===== config.mk =====
export PLATFORM = sky130hd
export DESIGN_NAME = trksel_top
export DESIGN_NICKNAME = d
export VERILOG_FILES = /design/src/rtl/trksel_pkg.sv /design/src/rtl/trksel_in_reg.sv /design/src/rtl/trksel_pre.sv /design/src/rtl/trksel_final.sv /design/src/rtl/trksel_top.sv
export SDC_FILE = /design/constraint.sdc
export NUM_CORES = 2
export LEC_CHECK = 0
export BUFFER_PORTS_ARGS = -buffer_cell sky130_fd_sc_hd__buf_2
export CORE_MARGIN = 2
export CORE_UTILIZATION = 58
export CTS_CLUSTER_DIAMETER = 40
export DETAILED_ROUTE_END_ITERATION = 6
export GPL_TIMING_DRIVEN = 0
export HOLD_SLACK_MARGIN = 0.08
export PLACE_DENSITY = 0.76
export RECOVER_POWER = 100
export SYNTH_ARGS = -nofsm -noshare
export SYNTH_HDL_FRONTEND = slang
export SYNTH_SLANG_ARGS = --single-unit

===== constraint.sdc =====
create_clock -name clk -period 2.9 [get_ports clk]
set_clock_uncertainty 0.15 [all_clocks]
set_input_delay 0.29 -clock clk [delete_from_list [all_inputs] [get_ports clk]]
set_output_delay 0.29 -clock clk [all_outputs]
set_load 0.01 [all_outputs]

===== src/rtl/trksel_pkg.sv =====
package trksel_pkg;
  localparam int LVL_W = 3;
  localparam int SUB_W = 3;
  localparam int CLU_W = 5;
  localparam int N_LVL = 6;
  localparam int N_KEEP = 2;
  localparam int N_CAND = N_LVL * N_KEEP;

  typedef struct packed {
    logic             vld;
    logic [LVL_W-1:0] lvl;
    logic             chg;
    logic [CLU_W-1:0] clu;
    logic [SUB_W-1:0] sub;
  } trk_t;

  localparam trk_t TRK_NONE = '0;

  // A level code counts as a track only inside 1..N_LVL.
  function automatic logic lvl_live(input logic [LVL_W-1:0] l);
    return (l != '0) && (l <= LVL_W'(N_LVL));
  endfunction

  // True when a ranks strictly ahead of b: higher level, then lower cluster.
  function automatic logic ranks_ahead(input trk_t a, input trk_t b);
    if (!a.vld) return 1'b0;
    if (!b.vld) return 1'b1;
    if (a.lvl != b.lvl) return a.lvl > b.lvl;
    return a.clu < b.clu;
  endfunction
endpackage


===== src/rtl/trksel_in_reg.sv =====
module trksel_in_reg
  import trksel_pkg::*;
#(
  parameter int N_CLU = 23
) (
  input  logic                   clk,
  input  logic                   rst_n,
  input  logic                   in_vld,
  input  logic [N_CLU*LVL_W-1:0] in_lvl,
  input  logic [N_CLU-1:0]       in_chg,
  input  logic [N_CLU*SUB_W-1:0] in_sub,
  output trk_t                   cand [N_CLU],
  output logic                   cand_set_vld
);
  for (genvar c = 0; c < N_CLU; c++) begin : g_clu
    logic [LVL_W-1:0] lvl_c;
    logic             live_c;
    assign lvl_c  = in_lvl[c*LVL_W +: LVL_W];
    assign live_c = in_vld && lvl_live(lvl_c);

    always_ff @(posedge clk or negedge rst_n) begin
      if (!rst_n) begin
        cand[c] <= TRK_NONE;
      end else begin
        cand[c].vld <= live_c;
        cand[c].lvl <= live_c ? lvl_c : '0;
        cand[c].chg <= live_c ? in_chg[c] : 1'b0;
        cand[c].clu <= CLU_W'(c);
        cand[c].sub <= live_c ? in_sub[c*SUB_W +: SUB_W] : '0;
      end
    end

    AST_CAND_LIVE: assert property (@(posedge clk) disable iff (!rst_n)
      cand[c].vld |-> lvl_live(cand[c].lvl));
  end

  always_ff @(posedge clk or negedge rst_n) begin
    if (!rst_n) cand_set_vld <= 1'b0;
    else        cand_set_vld <= in_vld;
  end
endmodule


===== src/rtl/trksel_pre.sv =====
module trksel_pre
  import trksel_pkg::*;
#(
  parameter int N_CLU = 23,
  parameter int LEVEL = 1
) (
  input  logic clk,
  input  logic rst_n,
  input  trk_t cand [N_CLU],
  output trk_t keep0,
  output trk_t keep1
);
  trk_t pick0, pick1;

  // Walk from the top cluster down; each match pushes the earlier pick back,
  // leaving the lowest index in pick0 and the next lowest in pick1.
  always_comb begin
    pick0 = TRK_NONE;
    pick1 = TRK_NONE;
    for (int i = N_CLU - 1; i >= 0; i--) begin
      if (cand[i].vld && cand[i].lvl == LVL_W'(LEVEL)) begin
        pick1 = pick0;
        pick0 = cand[i];
      end
    end
  end

  always_ff @(posedge clk or negedge rst_n) begin
    if (!rst_n) begin
      keep0 <= TRK_NONE;
      keep1 <= TRK_NONE;
    end else begin
      keep0 <= pick0;
      keep1 <= pick1;
    end
  end

  AST_PRE_LEVEL: assert property (@(posedge clk) disable iff (!rst_n)
    keep0.vld |-> keep0.lvl == LVL_W'(LEVEL));
  AST_PRE_ORDER: assert property (@(posedge clk) disable iff (!rst_n)
    keep1.vld |-> keep0.vld && keep0.clu < keep1.clu);
endmodule


===== src/rtl/trksel_final.sv =====
module trksel_final
  import trksel_pkg::*;
(
  input  logic clk,
  input  logic rst_n,
  input  logic set_vld,
  input  trk_t pre [N_CAND],
  output trk_t slot0,
  output trk_t slot1
);
  trk_t best0, best1;

  // Candidates enter from the lowest level upward, and within a level the
  // second keeper before the first, so the last two pushes are the winners.
  always_comb begin
    best0 = TRK_NONE;
    best1 = TRK_NONE;
    for (int l = 0; l < N_LVL; l++) begin
      for (int k = N_KEEP - 1; k >= 0; k--) begin
        if (set_vld && pre[l*N_KEEP + k].vld) begin
          best1 = best0;
          best0 = pre[l*N_KEEP + k];
        end
      end
    end
  end

  always_ff @(posedge clk or negedge rst_n) begin
    if (!rst_n) begin
      slot0 <= TRK_NONE;
      slot1 <= TRK_NONE;
    end else begin
      slot0 <= best0;
      slot1 <= best1;
    end
  end

  AST_OUT_RANK: assert property (@(posedge clk) disable iff (!rst_n)
    slot1.vld |-> ranks_ahead(slot0, slot1));
  AST_OUT_FILL: assert property (@(posedge clk) disable iff (!rst_n)
    !slot0.vld |-> slot1 == TRK_NONE);
  AST_OUT_LIVE: assert property (@(posedge clk) disable iff (!rst_n)
    slot0.vld |-> lvl_live(slot0.lvl));
endmodule


===== src/rtl/trksel_top.sv =====
module trksel_top
  import trksel_pkg::*;
#(
  parameter int N_CLU = 23
) (
  input  logic                   clk,
  input  logic                   rst_n,
  input  logic                   in_vld,
  input  logic [N_CLU*LVL_W-1:0] in_lvl,
  input  logic [N_CLU-1:0]       in_chg,
  input  logic [N_CLU*SUB_W-1:0] in_sub,
  output logic                   out_vld,
  output logic                   o0_vld,
  output logic [LVL_W-1:0]       o0_lvl,
  output logic                   o0_chg,
  output logic [CLU_W-1:0]       o0_clu,
  output logic [SUB_W-1:0]       o0_sub,
  output logic                   o1_vld,
  output logic [LVL_W-1:0]       o1_lvl,
  output logic                   o1_chg,
  output logic [CLU_W-1:0]       o1_clu,
  output logic [SUB_W-1:0]       o1_sub
);
  trk_t cand [N_CLU];
  trk_t pre_keep [N_CAND];
  trk_t slot0, slot1;
  logic s1_vld, s2_vld, s3_vld;
  logic pre_any;

  trksel_in_reg #(.N_CLU(N_CLU)) u_in (
    .clk, .rst_n, .in_vld, .in_lvl, .in_chg, .in_sub,
    .cand(cand), .cand_set_vld(s1_vld)
  );

  for (genvar g = 0; g < N_LVL; g++) begin : g_pre
    trksel_pre #(.N_CLU(N_CLU), .LEVEL(g + 1)) u_pre (
      .clk, .rst_n, .cand(cand),
      .keep0(pre_keep[g*N_KEEP]), .keep1(pre_keep[g*N_KEEP + 1])
    );
  end

  always_ff @(posedge clk or negedge rst_n) begin
    if (!rst_n) begin
      s2_vld <= 1'b0;
      s3_vld <= 1'b0;
    end else begin
      s2_vld <= s1_vld;
      s3_vld <= s2_vld;
    end
  end

  trksel_final u_fin (
    .clk, .rst_n, .set_vld(s2_vld), .pre(pre_keep),
    .slot0(slot0), .slot1(slot1)
  );

  always_comb begin
    pre_any = 1'b0;
    for (int j = 0; j < N_CAND; j++) pre_any = pre_any | pre_keep[j].vld;
  end

  assign out_vld = s3_vld;
  assign o0_vld  = slot0.vld;
  assign o0_lvl  = slot0.lvl;
  assign o0_chg  = slot0.chg;
  assign o0_clu  = slot0.clu;
  assign o0_sub  = slot0.sub;
  assign o1_vld  = slot1.vld;
  assign o1_lvl  = slot1.lvl;
  assign o1_chg  = slot1.chg;
  assign o1_clu  = slot1.clu;
  assign o1_sub  = slot1.sub;

  AST_VLD_CARRY: assert property (@(posedge clk) disable iff (!rst_n)
    s2_vld |=> out_vld);
  AST_VLD_DROP: assert property (@(posedge clk) disable iff (!rst_n)
    !s2_vld |=> !out_vld && !o0_vld);
  AST_FOUND: assert property (@(posedge clk) disable iff (!rst_n)
    (s2_vld && pre_any) |=> o0_vld);
  AST_CLU_RANGE: assert property (@(posedge clk) disable iff (!rst_n)
    o0_vld |-> int'(o0_clu) < N_CLU);
endmodule


==> impl_metrics.json, run 1 <==
{
  "portBuffers": 190,
  "yosys_most_used_dff": "dfrtp_1",
  "synth_cell_types": 105,
  "num_rows": 94,
  "io_pins": 191,
  "synth_seq_cells": 370,
  "synth_area_leaders": "dfrtp_1 (24%), nand2_1 (7.7%), nor2_1 (6.5%), a21oi_1 (6.4%), o21ai_0 (5.6%)",
  "overflow": 21,
  "htreeDepth": 2,
  "numCtsBuffers": 50,
  "synth_commonest_cells": "nand2_1 (797), nor2_1 (676), a21oi_1 (501)",
  "synthCells": 5674,
  "yosysWarnings": 0,
  "synth_top_area_share_pct": 23.8,
  "grt_max_degree": 133,
  "status": "stopped before the end",
  "dp.final_hpwl_um": 161000,
  "synth.avg_cell_area_um2": 6.86,
  "cts_max_path_buffers": 3,
  "synth-edff-count": 0,
  "netlist_area_um2": 38900,
  "start_util_pct": 58.9,
  "first_global_vias": 59500,
  "gp_congestion": 1.15,
  "async_flop_share_pct": 100,
  "cts_num_sinks": 370,
  "error_line": "[ERROR GRT-0116] Global routing finished with congestion. Check the congestion regions in the DRC Viewer.",
  "root_buffer": "clkbuf_16",
  "dp_slack_ps": -4080,
  "lastStage": "global routing (5_1_grt)",
  "yosysMostFrequentCell": "nand2_1",
  "synth_largest_area_cell": "dfrtp_1",
  "die_w_um": 263,
  "yosysSeqAreaShare_pct": 23.8,
  "grt_pass1_wl_um": 405000,
  "fp.dieH_um": 263,
  "track_usage_pct": 76.9
}
## routing by layer
layer | track usage (%) | GRT overflow
met1 | 79.9 | 0
met2 | 92.3 | 7
met3 | 59.8 | 2
met4 | 75.3 | 12
met5 | 25.3 | 0
## logic make-up after synthesis
kind of cell             share of synthesized area, %
other                                          0.0193
AND/OR/NAND/NOR                                  32.5
buffers and inverters                            5.86
XOR/XNOR                                         1.55
flip-flops                                       23.8
AO/OA/AOI/OAI                                    34.0
adder cells (fa/ha/maj)                         0.492
multiplexers                                     1.85
## through the flow
step                instances  cell area [µm²]  hold WS, ps
floorplan                5691            39100         -156
global placement         6745            41100          319
detailed placement       6747            41200          236
CTS                      7257            52700          217
## timing repair
item | in CTS
setup buffers | 270
cloned | 9
gates resized for setup | 1556
pin swaps | 360
setup endpoints to repair | 164
endpoints found under the hold margin | 291
hold buffers | 181
==> run 2, diff against run 1 <==
Settings changed: CORE_UTILIZATION 58 to 40, CTS_CLUSTER_DIAMETER 40 to not set, HOLD_SLACK_MARGIN 0.08 to not set, PLACE_DENSITY 0.76 to not set, PLACE_DENSITY_LB_ADDON set to 0.15.
Clock period 2.9 ns to 3.77 ns, I/O delays scaled along.
==> run 2 against run 1 <==
The flow now finishes, with violations (DRC, capacitance limit, slew limit, setup timing); synthesized area did not move; synthesized cell count did not move.
==> impl_metrics.json, run 2 <==
{
  "crit_path_end_kind": "flip-flop",
  "coreArea_um2": 96600,
  "root_buffer": "clkbuf_16",
  "max_slew_margin_pct": -52.7,
  "grt_pass1_wl_um": 327000,
  "io_pins": 191,
  "synthCells": 5674,
  "cts_tree": "yes",
  "drtAntennaViolNets": 0,
  "nets": 6322,
  "worst_slack_ps": -120,
  "gp_congestion": 1.05,
  "routed_wl_um": 235000,
  "synth-edff-count": 0,
  "fillers": 9888,
  "syn_to_final_growth_pct": 22.7,
  "synth_seq_cells": 370,
  "violations": "DRC, capacitance limit, slew limit, setup timing",
  "track_usage_pct": 44.8,
  "cts_num_sinks": 370,
  "synth.avg_cell_area_um2": 6.86,
  "worstPathArrival_ps": 4220,
  "yosysWarnings": 0,
  "synth_area_leaders": "dfrtp_1 (24%), nand2_1 (7.7%), nor2_1 (6.5%), a21oi_1 (6.4%), o21ai_0 (5.6%)",
  "wire_per_inst_um": 31.4,
  "synth_top_area_share_pct": 23.8,
  "hold_violations": 0,
  "fp.dieH_um": 316,
  "critPathMaxStageDelay_ps": 450,
  "synth_commonest_cells": "nand2_1 (797), nor2_1 (676), a21oi_1 (501)",
  "p_leak_nw": 19.7,
  "power_w": 0.0147,
  "crit_family": "compound AO/OA/AOI/OAI gates",
  "first_global_vias": 45600,
  "dr.first_iter.drc_count": 6815,
  "ir_drop_mv": 0.349,
  "fin_crit_ps": 3890,
  "path_buf_inv": 2,
  "finalSetupViolCount": 19,
  "largest_reg_flops": 185,
  "drc_errors": 1,
  "slew_viol_final": 107,
  "cts_max_path_buffers": 3,
  "fmaxAchievable_mhz": 257,
  "cp_cell_sequence": "buf_4, and4b_2, buf_4, nand2_1, a31oi_1, o311ai_4, a21oi_2, o21ai_2, a21oi_1, o22ai_1, o2111ai_1, a21oi_1, a221oi_2",
  "dr.pass1.iters": 7,
  "regMostFlops": "u_in.cand",
  "yosysMostFrequentCell": "nand2_1",
  "worstSetupPathType": "reg -> reg",
  "vias_per_cell": 6.82,
  "htreeDepth": 2,
  "period_share_pct": 103,
  "netlist_area_um2": 38900,
  "dp.final_hpwl_um": 184000,
  "numCtsBuffers": 41,
  "drv_cap": 3,
  "die_w_um": 316,
  "grt_max_degree": 123,
  "die_area_um2": 99800,
  "power.density_nw_per_um2": 309,
  "overflow": 0,
  "dp_slack_ps": -3250,
  "start_util_pct": 40.3,
  "worst_setup_path_start_kind": "flip-flop",
  "yosys_most_used_dff": "dfrtp_1",
  "antenna_found_initial": 8,
  "synth_cell_types": 105,
  "clkTransAtPathRegs_ps": 60,
  "worst_pin_slew_ps": 2290,
  "hold_path_class": "in -> async",
  "num_rows": 114,
  "synth_largest_area_cell": "dfrtp_1",
  "yosysSeqAreaShare_pct": 23.8,
  "layout_common_cells": "nand2_1 (784), nor2_1 (627), a21oi_1 (472)",
  "cp_slowest_cell": "a21oi_1",
  "rsz0062_at_grt": "yes",
  "crit_fanout": 10,
  "async_flop_share_pct": 100,
  "portBuffers": 190,
  "reg.largest.list": "u_in.cand x185, g_pre.u_pre.keep0 x78, g_pre.u_pre.keep1 x78",
  "status": "finished with violations",
  "critPathRequiredTime_ps": 4100,
  "drive_gt1_share_pct": 15.7,
  "layout_commonest_cell": "nand2_1",
  "clock_latency_ps": 670,
  "num_vias": 51000
}
[run 2: cell counts after synthesis]
No cell type changed its count.
[run 2: logic make-up (layout without fill, tap and decap cells)]
kind of cell	Yosys count	count (layout)	synth area share, %
flops	370	370	23.8
other cells	2	24	0.0193
mux	70	70	1.85
compound gates	2017	2017	34.0
buf+inv	570	1069	5.86
xor+xnor	68	68	1.55
simple gates	2558	2558	32.5
fa+ha+maj	19	19	0.492
[run 2: routing by layer]
metal	share of wire, %	track usage, %	vias up
li1	-	-	22300
met1	39	57.1	24200
met4	9.5	34.8	8
met2	42	66.5	3606
met3	10	8.89	854
met5	0.023	0	-
[run 2: repair_timing]
item                                    in CTS  in global routing
gates cloned                                 0                  0
hold endpoints to repair                   265                  0
hold buffers                               184                  0
endpoints found under the setup margin     134                106
setup buffers                               17                 53
gates resized for setup                    309                440
pin swaps                                   12                 54
[run 2: final cells by class]
class                      instances  area [µm²]  area share (%)
buffer                           525        2500            5.23
multi-input combinational       4751       29500            61.7
timing repair buffer             448        3380            7.08
clock inverter                    21         269           0.563
sequential                       370        9260            19.4
clock buffer                      54        1180            2.46
tap                             1276        1600            3.34
inverter                          21        78.8           0.165
antenna                            5        12.5          0.0262
[run 2: report_power, final]
part	switching, W	internal (W)	total, W
registers	0.000370	0.00442	0.00479
clock network	0.00181	0.00250	0.00432
logic	0.00382	0.00181	0.00563
total	0.00600	0.00873	0.0147
[run 2: worst paths after layout]
path / from / depth (start not counted) / slack (ps) / end
setup / recovery: u_in.cand[24] / 13 / -120 / g_pre[5].u_pre.keep1[0]
hold / removal: rst_n / 2 / 120 / g_pre[0].u_pre.keep0[11]
setup reg to reg: u_in.cand[24] / 13 / -120 / g_pre[5].u_pre.keep1[0]
hold reg to reg: u_in.cand_set_vld / 0 / 200 / s2_vld
max in group asynchronous: rst_n / 4 / 520 / u_in.cand[142]
min in group clk: u_in.cand_set_vld / 0 / 200 / s2_vld
[run 2: per-stage QoR]
stage                     area (µm²)  hold WS, ps  setup TNS, ps  instances  util [%]
final                          47800          116           -749       7471      49.5
after global routing           47800          159          -1110       7466      49.4
after CTS                      46000          125          -5.55       7427      47.6
after detailed placement       41600          177        -160350       7160      43.1
after global placement         41500          184       -2002690       7157      43.0
after floorplan                39000        -68.6              0       5691         -
Note: power is estimated with default switching activity, not from simulation.
